File: config.mk
export PLATFORM = sky130hd
export DESIGN_NAME = irq_entry_seq
export DESIGN_NICKNAME = d
export VERILOG_FILES = /design/src/rtl/irq_entry_pkg.sv /design/src/rtl/irq_stack_step.sv /design/src/rtl/irq_status_fmt.sv /design/src/rtl/irq_entry_seq.sv
export SDC_FILE = /design/constraint.sdc
export NUM_CORES = 1
export LEC_CHECK = 0
export ABC_AREA = 0
export ABC_CLOCK_PERIOD_IN_PS = 2500
export BUFFER_PORTS_ARGS = -buffer_cell sky130_fd_sc_hd__buf_2
export CORE_MARGIN = 2
export CORE_UTILIZATION = 45
export CTS_CLUSTER_SIZE = 16
export DETAILED_ROUTE_END_ITERATION = 10
export PLACE_DENSITY_LB_ADDON = 0.08
export SYNTH_ARGS = -nofsm -noshare
export SYNTH_HDL_FRONTEND = slang
export SYNTH_SLANG_ARGS = --single-unit
File: constraint.sdc
create_clock -name clk -period 2.5 [get_ports clk]
set_input_delay 0.375 -clock clk [delete_from_list [all_inputs] [get_ports clk]]
set_output_delay 0.375 -clock clk [all_outputs]
set_load 0.01 [all_outputs]
File: src/rtl/irq_entry_pkg.sv
package irq_entry_pkg;

    // Status bit positions the neighbouring core decodes
    localparam int IRQ_DIS_BIT = 2;
    localparam int DEC_BIT     = 3;
    localparam int BRK_BIT     = 4;

    typedef enum logic [3:0] {
        ST_IDLE,
        ST_DUMMY,
        ST_INTERNAL,
        ST_PUSH_BANK,
        ST_PUSH_HI,
        ST_PUSH_LO,
        ST_PUSH_PSR,
        ST_VEC_LO,
        ST_VEC_HI,
        ST_FINISH
    } seq_state_e;

endpackage

File: src/rtl/irq_stack_step.sv
// Stack address for the current push and the pointer value after it.
module irq_stack_step #(
    parameter int DATA_W = 8,
    parameter int OFF_W  = 16
) (
    input  logic              emul,
    input  logic [OFF_W-1:0]  sp,
    output logic [OFF_W-1:0]  push_addr,
    output logic [OFF_W-1:0]  sp_next
);
    localparam int HI_W = OFF_W - DATA_W;
    localparam logic [HI_W-1:0]   PAGE_ONE = HI_W'(1);
    localparam logic [DATA_W-1:0] ONE_LO   = DATA_W'(1);
    localparam logic [OFF_W-1:0]  ONE_FULL = OFF_W'(1);

    always_comb begin
        if (emul) begin
            push_addr = {PAGE_ONE, sp[DATA_W-1:0]};
            sp_next   = {PAGE_ONE, sp[DATA_W-1:0] - ONE_LO};
        end else begin
            push_addr = sp;
            sp_next   = sp - ONE_FULL;
        end
    end
endmodule

File: src/rtl/irq_status_fmt.sv
// Status copy written to the stack, and status held after entry.
module irq_status_fmt
    import irq_entry_pkg::*;
#(
    parameter int DATA_W = 8
) (
    input  logic              emul,
    input  logic [DATA_W-1:0] psr,
    output logic [DATA_W-1:0] psr_push,
    output logic [DATA_W-1:0] psr_after
);
    always_comb begin
        psr_push = psr;
        if (emul) begin
            psr_push[BRK_BIT] = 1'b0;
        end
        psr_after              = psr;
        psr_after[IRQ_DIS_BIT] = 1'b1;
        psr_after[DEC_BIT]     = 1'b0;
    end
endmodule

File: src/rtl/irq_entry_seq.sv
module irq_entry_seq
    import irq_entry_pkg::*;
#(
    parameter int DATA_W = 8,
    parameter int OFF_W  = 16
) (
    input  logic                      clk,
    input  logic                      rst,
    input  logic                      start,
    input  logic                      emul,
    input  logic [DATA_W+OFF_W-1:0]   pc_in,
    input  logic [DATA_W-1:0]         psr_in,
    input  logic [OFF_W-1:0]          sp_in,
    input  logic [OFF_W-1:0]          vec_addr,
    input  logic [DATA_W-1:0]         bus_rdata,
    output logic [DATA_W+OFF_W-1:0]   bus_addr,
    output logic                      bus_rd,
    output logic                      bus_wr,
    output logic [DATA_W-1:0]         bus_wdata,
    output logic [DATA_W+OFF_W-1:0]   pc_out,
    output logic [DATA_W-1:0]         psr_out,
    output logic [OFF_W-1:0]          sp_out,
    output logic                      busy,
    output logic                      done
);
    localparam int BANK_W = DATA_W;
    localparam int ADDR_W = BANK_W + OFF_W;
    localparam int HI_W   = OFF_W - DATA_W;
    localparam logic [BANK_W-1:0] BANK_ZERO = '0;
    localparam logic [HI_W-1:0]   PAGE_ONE  = HI_W'(1);
    localparam logic [OFF_W-1:0]  OFF_ONE   = OFF_W'(1);

    typedef struct packed {
        seq_state_e          state;
        logic [ADDR_W-1:0]   pc;
        logic [DATA_W-1:0]   psr;
        logic [OFF_W-1:0]    sp;
        logic                emul;
        logic [OFF_W-1:0]    vec;
    } seq_regs_t;

    seq_regs_t cur_q, nxt_d;

    logic [OFF_W-1:0]  push_addr, sp_next;
    logic [DATA_W-1:0] psr_push, psr_after;

    irq_stack_step #(.DATA_W(DATA_W), .OFF_W(OFF_W)) u_stack (
        .emul      (cur_q.emul),
        .sp        (cur_q.sp),
        .push_addr (push_addr),
        .sp_next   (sp_next)
    );

    irq_status_fmt #(.DATA_W(DATA_W)) u_status (
        .emul      (cur_q.emul),
        .psr       (cur_q.psr),
        .psr_push  (psr_push),
        .psr_after (psr_after)
    );

    always_comb begin
        nxt_d     = cur_q;
        bus_addr  = '0;
        bus_rd    = 1'b0;
        bus_wr    = 1'b0;
        bus_wdata = '0;
        done      = 1'b0;
        unique case (cur_q.state)
            ST_IDLE: begin
                if (start) begin
                    nxt_d.state = ST_DUMMY;
                    nxt_d.pc    = pc_in;
                    nxt_d.psr   = psr_in;
                    nxt_d.emul  = emul;
                    nxt_d.vec   = vec_addr;
                    nxt_d.sp    = emul ? {PAGE_ONE, sp_in[DATA_W-1:0]} : sp_in;
                end
            end
            ST_DUMMY: begin
                bus_rd      = 1'b1;
                bus_addr    = cur_q.pc;
                nxt_d.state = ST_INTERNAL;
            end
            ST_INTERNAL: begin
                nxt_d.state = cur_q.emul ? ST_PUSH_HI : ST_PUSH_BANK;
            end
            ST_PUSH_BANK: begin
                bus_wr      = 1'b1;
                bus_addr    = {BANK_ZERO, push_addr};
                bus_wdata   = cur_q.pc[ADDR_W-1:OFF_W];
                nxt_d.sp    = sp_next;
                nxt_d.state = ST_PUSH_HI;
            end
            ST_PUSH_HI: begin
                bus_wr      = 1'b1;
                bus_addr    = {BANK_ZERO, push_addr};
                bus_wdata   = cur_q.pc[OFF_W-1:DATA_W];
                nxt_d.sp    = sp_next;
                nxt_d.state = ST_PUSH_LO;
            end
            ST_PUSH_LO: begin
                bus_wr      = 1'b1;
                bus_addr    = {BANK_ZERO, push_addr};
                bus_wdata   = cur_q.pc[DATA_W-1:0];
                nxt_d.sp    = sp_next;
                nxt_d.state = ST_PUSH_PSR;
            end
            ST_PUSH_PSR: begin
                bus_wr      = 1'b1;
                bus_addr    = {BANK_ZERO, push_addr};
                bus_wdata   = psr_push;
                nxt_d.sp    = sp_next;
                nxt_d.psr   = psr_after;
                nxt_d.state = ST_VEC_LO;
            end
            ST_VEC_LO: begin
                bus_rd                 = 1'b1;
                bus_addr               = {BANK_ZERO, cur_q.vec};
                nxt_d.pc[DATA_W-1:0]   = bus_rdata;
                nxt_d.state            = ST_VEC_HI;
            end
            ST_VEC_HI: begin
                bus_rd                      = 1'b1;
                bus_addr                    = {BANK_ZERO, cur_q.vec + OFF_ONE};
                nxt_d.pc[OFF_W-1:DATA_W]    = bus_rdata;
                nxt_d.pc[ADDR_W-1:OFF_W]    = BANK_ZERO;
                nxt_d.state                 = ST_FINISH;
            end
            ST_FINISH: begin
                done        = 1'b1;
                nxt_d.state = ST_IDLE;
            end
            default: nxt_d.state = ST_IDLE;
        endcase
    end

    always_ff @(posedge clk) begin
        if (rst) begin
            cur_q <= '{state: ST_IDLE, pc: '0, psr: '0, sp: '0, emul: 1'b0, vec: '0};
        end else begin
            cur_q <= nxt_d;
        end
    end

    assign busy    = (cur_q.state != ST_IDLE);
    assign pc_out  = cur_q.pc;
    assign psr_out = cur_q.psr;
    assign sp_out  = cur_q.sp;

    AST_DUMMY_AT_PC: assert property (@(posedge clk) disable iff (rst)
        (start && !busy) |=> (bus_rd && !bus_wr && bus_addr == $past(pc_in)));
    AST_INTERNAL_QUIET: assert property (@(posedge clk) disable iff (rst)
        (cur_q.state == ST_DUMMY) |=> (!bus_rd && !bus_wr));
    AST_PUSH_IN_BANK0: assert property (@(posedge clk) disable iff (rst)
        bus_wr |-> (bus_addr[ADDR_W-1:OFF_W] == BANK_ZERO));
    AST_EMUL_PAGE_ONE: assert property (@(posedge clk) disable iff (rst)
        (bus_wr && cur_q.emul) |-> (bus_addr[OFF_W-1:DATA_W] == PAGE_ONE));
    AST_SINGLE_STROBE: assert property (@(posedge clk) disable iff (rst)
        !(bus_rd && bus_wr));
    AST_DONE_AFTER_READ: assert property (@(posedge clk) disable iff (rst)
        done |-> $past(bus_rd));
    AST_DONE_PULSE: assert property (@(posedge clk) disable iff (rst)
        done |=> (!done && !busy));
    AST_BUSY_HOLDS: assert property (@(posedge clk) disable iff (rst)
        (busy && !done) |=> busy);
    AST_RESET_IDLE: assert property (@(posedge clk)
        rst |=> (!busy && !bus_rd && !bus_wr && !done));

endmodule

==> key figures <==
Run status
  – Outcome: finished, final reports clean

Finish
  – Fin area: 0.00529 mm2
  – Non-filler cells in the finished layout: 809
  – Commonest cells after routing, fill and taps aside: buf_2, nand2_1, dfxtp_1
  – Most common cell after layout, fill and taps aside: buf_2
  – Filler Cell Count: 976
  – Nets@finish: 749
  – Layout area overhead: 18.5%
  – Number of diodes: 0
  – Fraction of layout instances using a drive strength above 1: 34.6%

Worst setup path
  – Worst endpoint data arrival time: 2.06 ns
  – Critical Path Start Type: flip-flop
  – Largest stage delay on the critical path: 0.38 ns
  – Critical Path Fanout Max: 6
  – Crit-path cells: ha_2 > and3_4 > and4_4 > nand2_1 > xor2_1 > o221ai_1 > buf_2
  – Critical Path End Type: primary output
  – CP bufs+invs: 1
  – WP data required: 2.12 ns
  – Slowest cell on the critical path: dfxtp_4
  – CP Class: reg -> out
  – Top delay family on crit path: simple AND/OR/NAND/NOR gates

Synthesis
  – Yosys reg bits: 69
  – Most common flop cell mapped by yosys: dfxtp_1
  – Seq/Total Area, Yosys: 30.9%
  – XOR/XNOR Fraction of Synth Area: 2.94%
  – Syn_nets: 647
  – Synth Area per Inst: 7.85 um2
  – Mux contribution to synthesized area: 1.57%
  – Asr flop ratio synth: 0%
  – Ys Warns: 0
  – Synth Area in Simple Gates: 22.5%
  – Post-Synthesis Cell Area: 0.00447 mm2
  – Largest family of logic cells by synthesized area: compound AO/OA/AOI/OAI gates
  – Adder-Cell Fraction of Synth Area: 0.560%
  – Post-synth EDFFs: 0
  – Mapped Cells: 569
  – Synth Area in Compound Gates: 27.1%
  – Cell variety after synth: 67

Placement
  – Port-buffer cells: 159
  – Place WS: 0.235 ns
  – GP Congestion: 0.902
  – Dpl cell area: 0.00503 mm2
  – Dpl hpwl: 10.6 mm
  – Dpl cells: 792

Timing
  – Slew Viols, Final: 0
  – Sum Neg Setup Slack: 0 ns
  – Clk_skew: 0.00860 ns
  – F_max: 410 MHz
  – Worst rel slew slack: 58.7%
  – Final Hold Violating Endpoints: 0
  – Tmin final: 2.44 ns
  – Slew @ Worst Pin: 0.618 ns
  – Crit share post-route: 97.5%
  – Final Setup Violations: 0
  – Worst setup margin: 0.0615 ns

Detailed routing
  – Via count: 4625
  – Remaining DRCs: 0
  – Antenna Nets Post-Route: 0
  – Initial DRC count: 285
  – Wirelength per Cell: 17.8 um
  – Via-to-Cell Ratio: 5.72
  – DR pass1 iterations: 6
  – Drt total wl: 14.4 mm

GRT
  – Antenna violations before repair: 0
  – GRT Util Overall: 26.6%
  – Number of global-route vias before repair: 4337
  – First-pass GRT wire length: 22.9 mm
  – Total gr overflow: 0
  – Largest net degree at the start of global routing: 70

Clocking
  – Hold-fix buffers, CTS: 0
  – Clk_lat worst skew: 0.36 ns
  – CTS tree: done
  – Clock sink count: 69
  – Max H-tree Level: 3
  – Clock slew at reported path FFs: 0.08 ns
  – CTS buffer count: 9
  – Worst-case clock buffer depth: 2
  – Clock root cell: clkbuf_8

Die
  – Placeable core area: 0.00968 mm2
  – # IOs: 160
  – Initial Util: 46.1%
  – Chip width: 104 um
  – Die ar.: 0.0107 mm2
  – Core Rows: 36
  – DIE HEIGHT: 104 um

Power
  – Max IR drop VDD: 0.413 mV
  – Static Leak: 2.25 nW
  – Pwr per Cell Area: 656 mW/mm2
  – Design Power: 3.47 mW

Flow run
  – Max-cap violation count: 0

Min path
  – Hold crit path type: in -> reg
## Yosys cell counts, types with 6 or more instances
| cell | n | area share, % |
|---|---|---|
| a21oi_1 | 54 | 6.0 |
| a221oi_1 | 8 | 1.6 |
| a222oi_1 | 14 | 3.1 |
| a22oi_1 | 16 | 2.7 |
| a311oi_1 | 10 | 2.0 |
| and2_1 | 10 | 1.4 |
| and3_1 | 6 | 0.84 |
| buf_2 | 13 | 1.5 |
| buf_4 | 51 | 8.6 |
| clkbuf_1 | 19 | 1.6 |
| dfxtp_1 | 69 | 31 |
| inv_1 | 9 | 0.76 |
| mux2i_1 | 7 | 1.6 |
| nand2_1 | 94 | 7.9 |
| nand3_1 | 17 | 1.9 |
| nor2_1 | 29 | 2.4 |
| nor3_1 | 13 | 1.5 |
| o21ai_0 | 30 | 3.4 |
| o22ai_1 | 7 | 0.98 |
| xnor2_1 | 6 | 1.2 |
| xor2_1 | 9 | 1.8 |
## through the flow
| step | hold WS (ns) | util, % |
|---|---|---|
| 2_1_floorplan | 0.449 | - |
| 3_3_place_gp | 0.469 | 51.9 |
| 3_5_place_dp | 0.476 | 51.9 |
| 4_1_cts | 0.226 | 54.2 |
| 5_1_grt | 0.231 | 54.7 |
| 6_report | 0.238 | 54.7 |
## registers in the layout, summed over array words and instances (netlist names)
register,cells
cur_q,21
pc_out,24
psr_out,8
sp_out,16
## layout make-up
type / count / area (um2) / share of cell area [%]
inverters: 10 / 37.5 / 0.709
well taps: 133 / 166 / 3.14
clock inverters: 6 / 72.6 / 1.37
clock buffers: 10 / 138 / 2.60
repair buffers: 181 / 1010 / 19.2
flip-flops and latches: 69 / 1390 / 26.3
multi-input cells: 400 / 2470 / 46.7
## what timing repair did
item / CTS / global route
hold endpoints to repair: 0 / 0
setup buffers: 0 / 1
pin swaps: 0 / 3
gates resized for setup: 6 / 11
endpoints found under the setup margin: 16 / 16
## metal layers
layer / track usage (%) / share of wire, % / vias to the layer above
met5: 0 / 0 / -
met4: 9.56 / 1.9 / 0
met3: 5.41 / 8.1 / 19
met2: 41.0 / 46 / 225
met1: 36.9 / 44 / 2161
li1: - / - / 2220
## worst reg2reg max path, cell delays in order, from the launching register on
cell and delay, ns:
dfxtp_1 0.32, buf_4 0.18, buf_4 0.21, nor4_4 0.38
and2_2 0.55, nor2_1 0.25, nand2_1 0.13, a21oi_1 0.06
## cells by family after synthesis
family / count (synthesis)
compound gates: 174
xor+xnor: 15
fa+ha+maj: 2
buf+inv: 100
flops: 69
mux: 7
simple gates: 202
## worst paths after layout
kind | startpoint | to | slack [ns] | cells after the start
hold reg to reg | psr_out[4] | psr_out[4] | 0.49 | 2
setup / recovery | cur_q[0] | bus_addr[8] | 0.06 | 7
hold / removal | pc_in[20] | pc_out[20] | 0.24 | 3
setup reg to reg | cur_q[66] | pc_out[14] | 0.30 | 7
## power breakdown
| group | internal (mW) | switching (mW) | leakage [nW] |
|---|---|---|---|
| registers | 1.22 | 0.210 | 0.569 |
| clock network | 0.494 | 0.476 | 0.103 |
| logic | 0.453 | 0.618 | 1.58 |
| total | 2.17 | 1.30 | 2.25 |
Note: power is estimated with default switching activity, not from simulation.
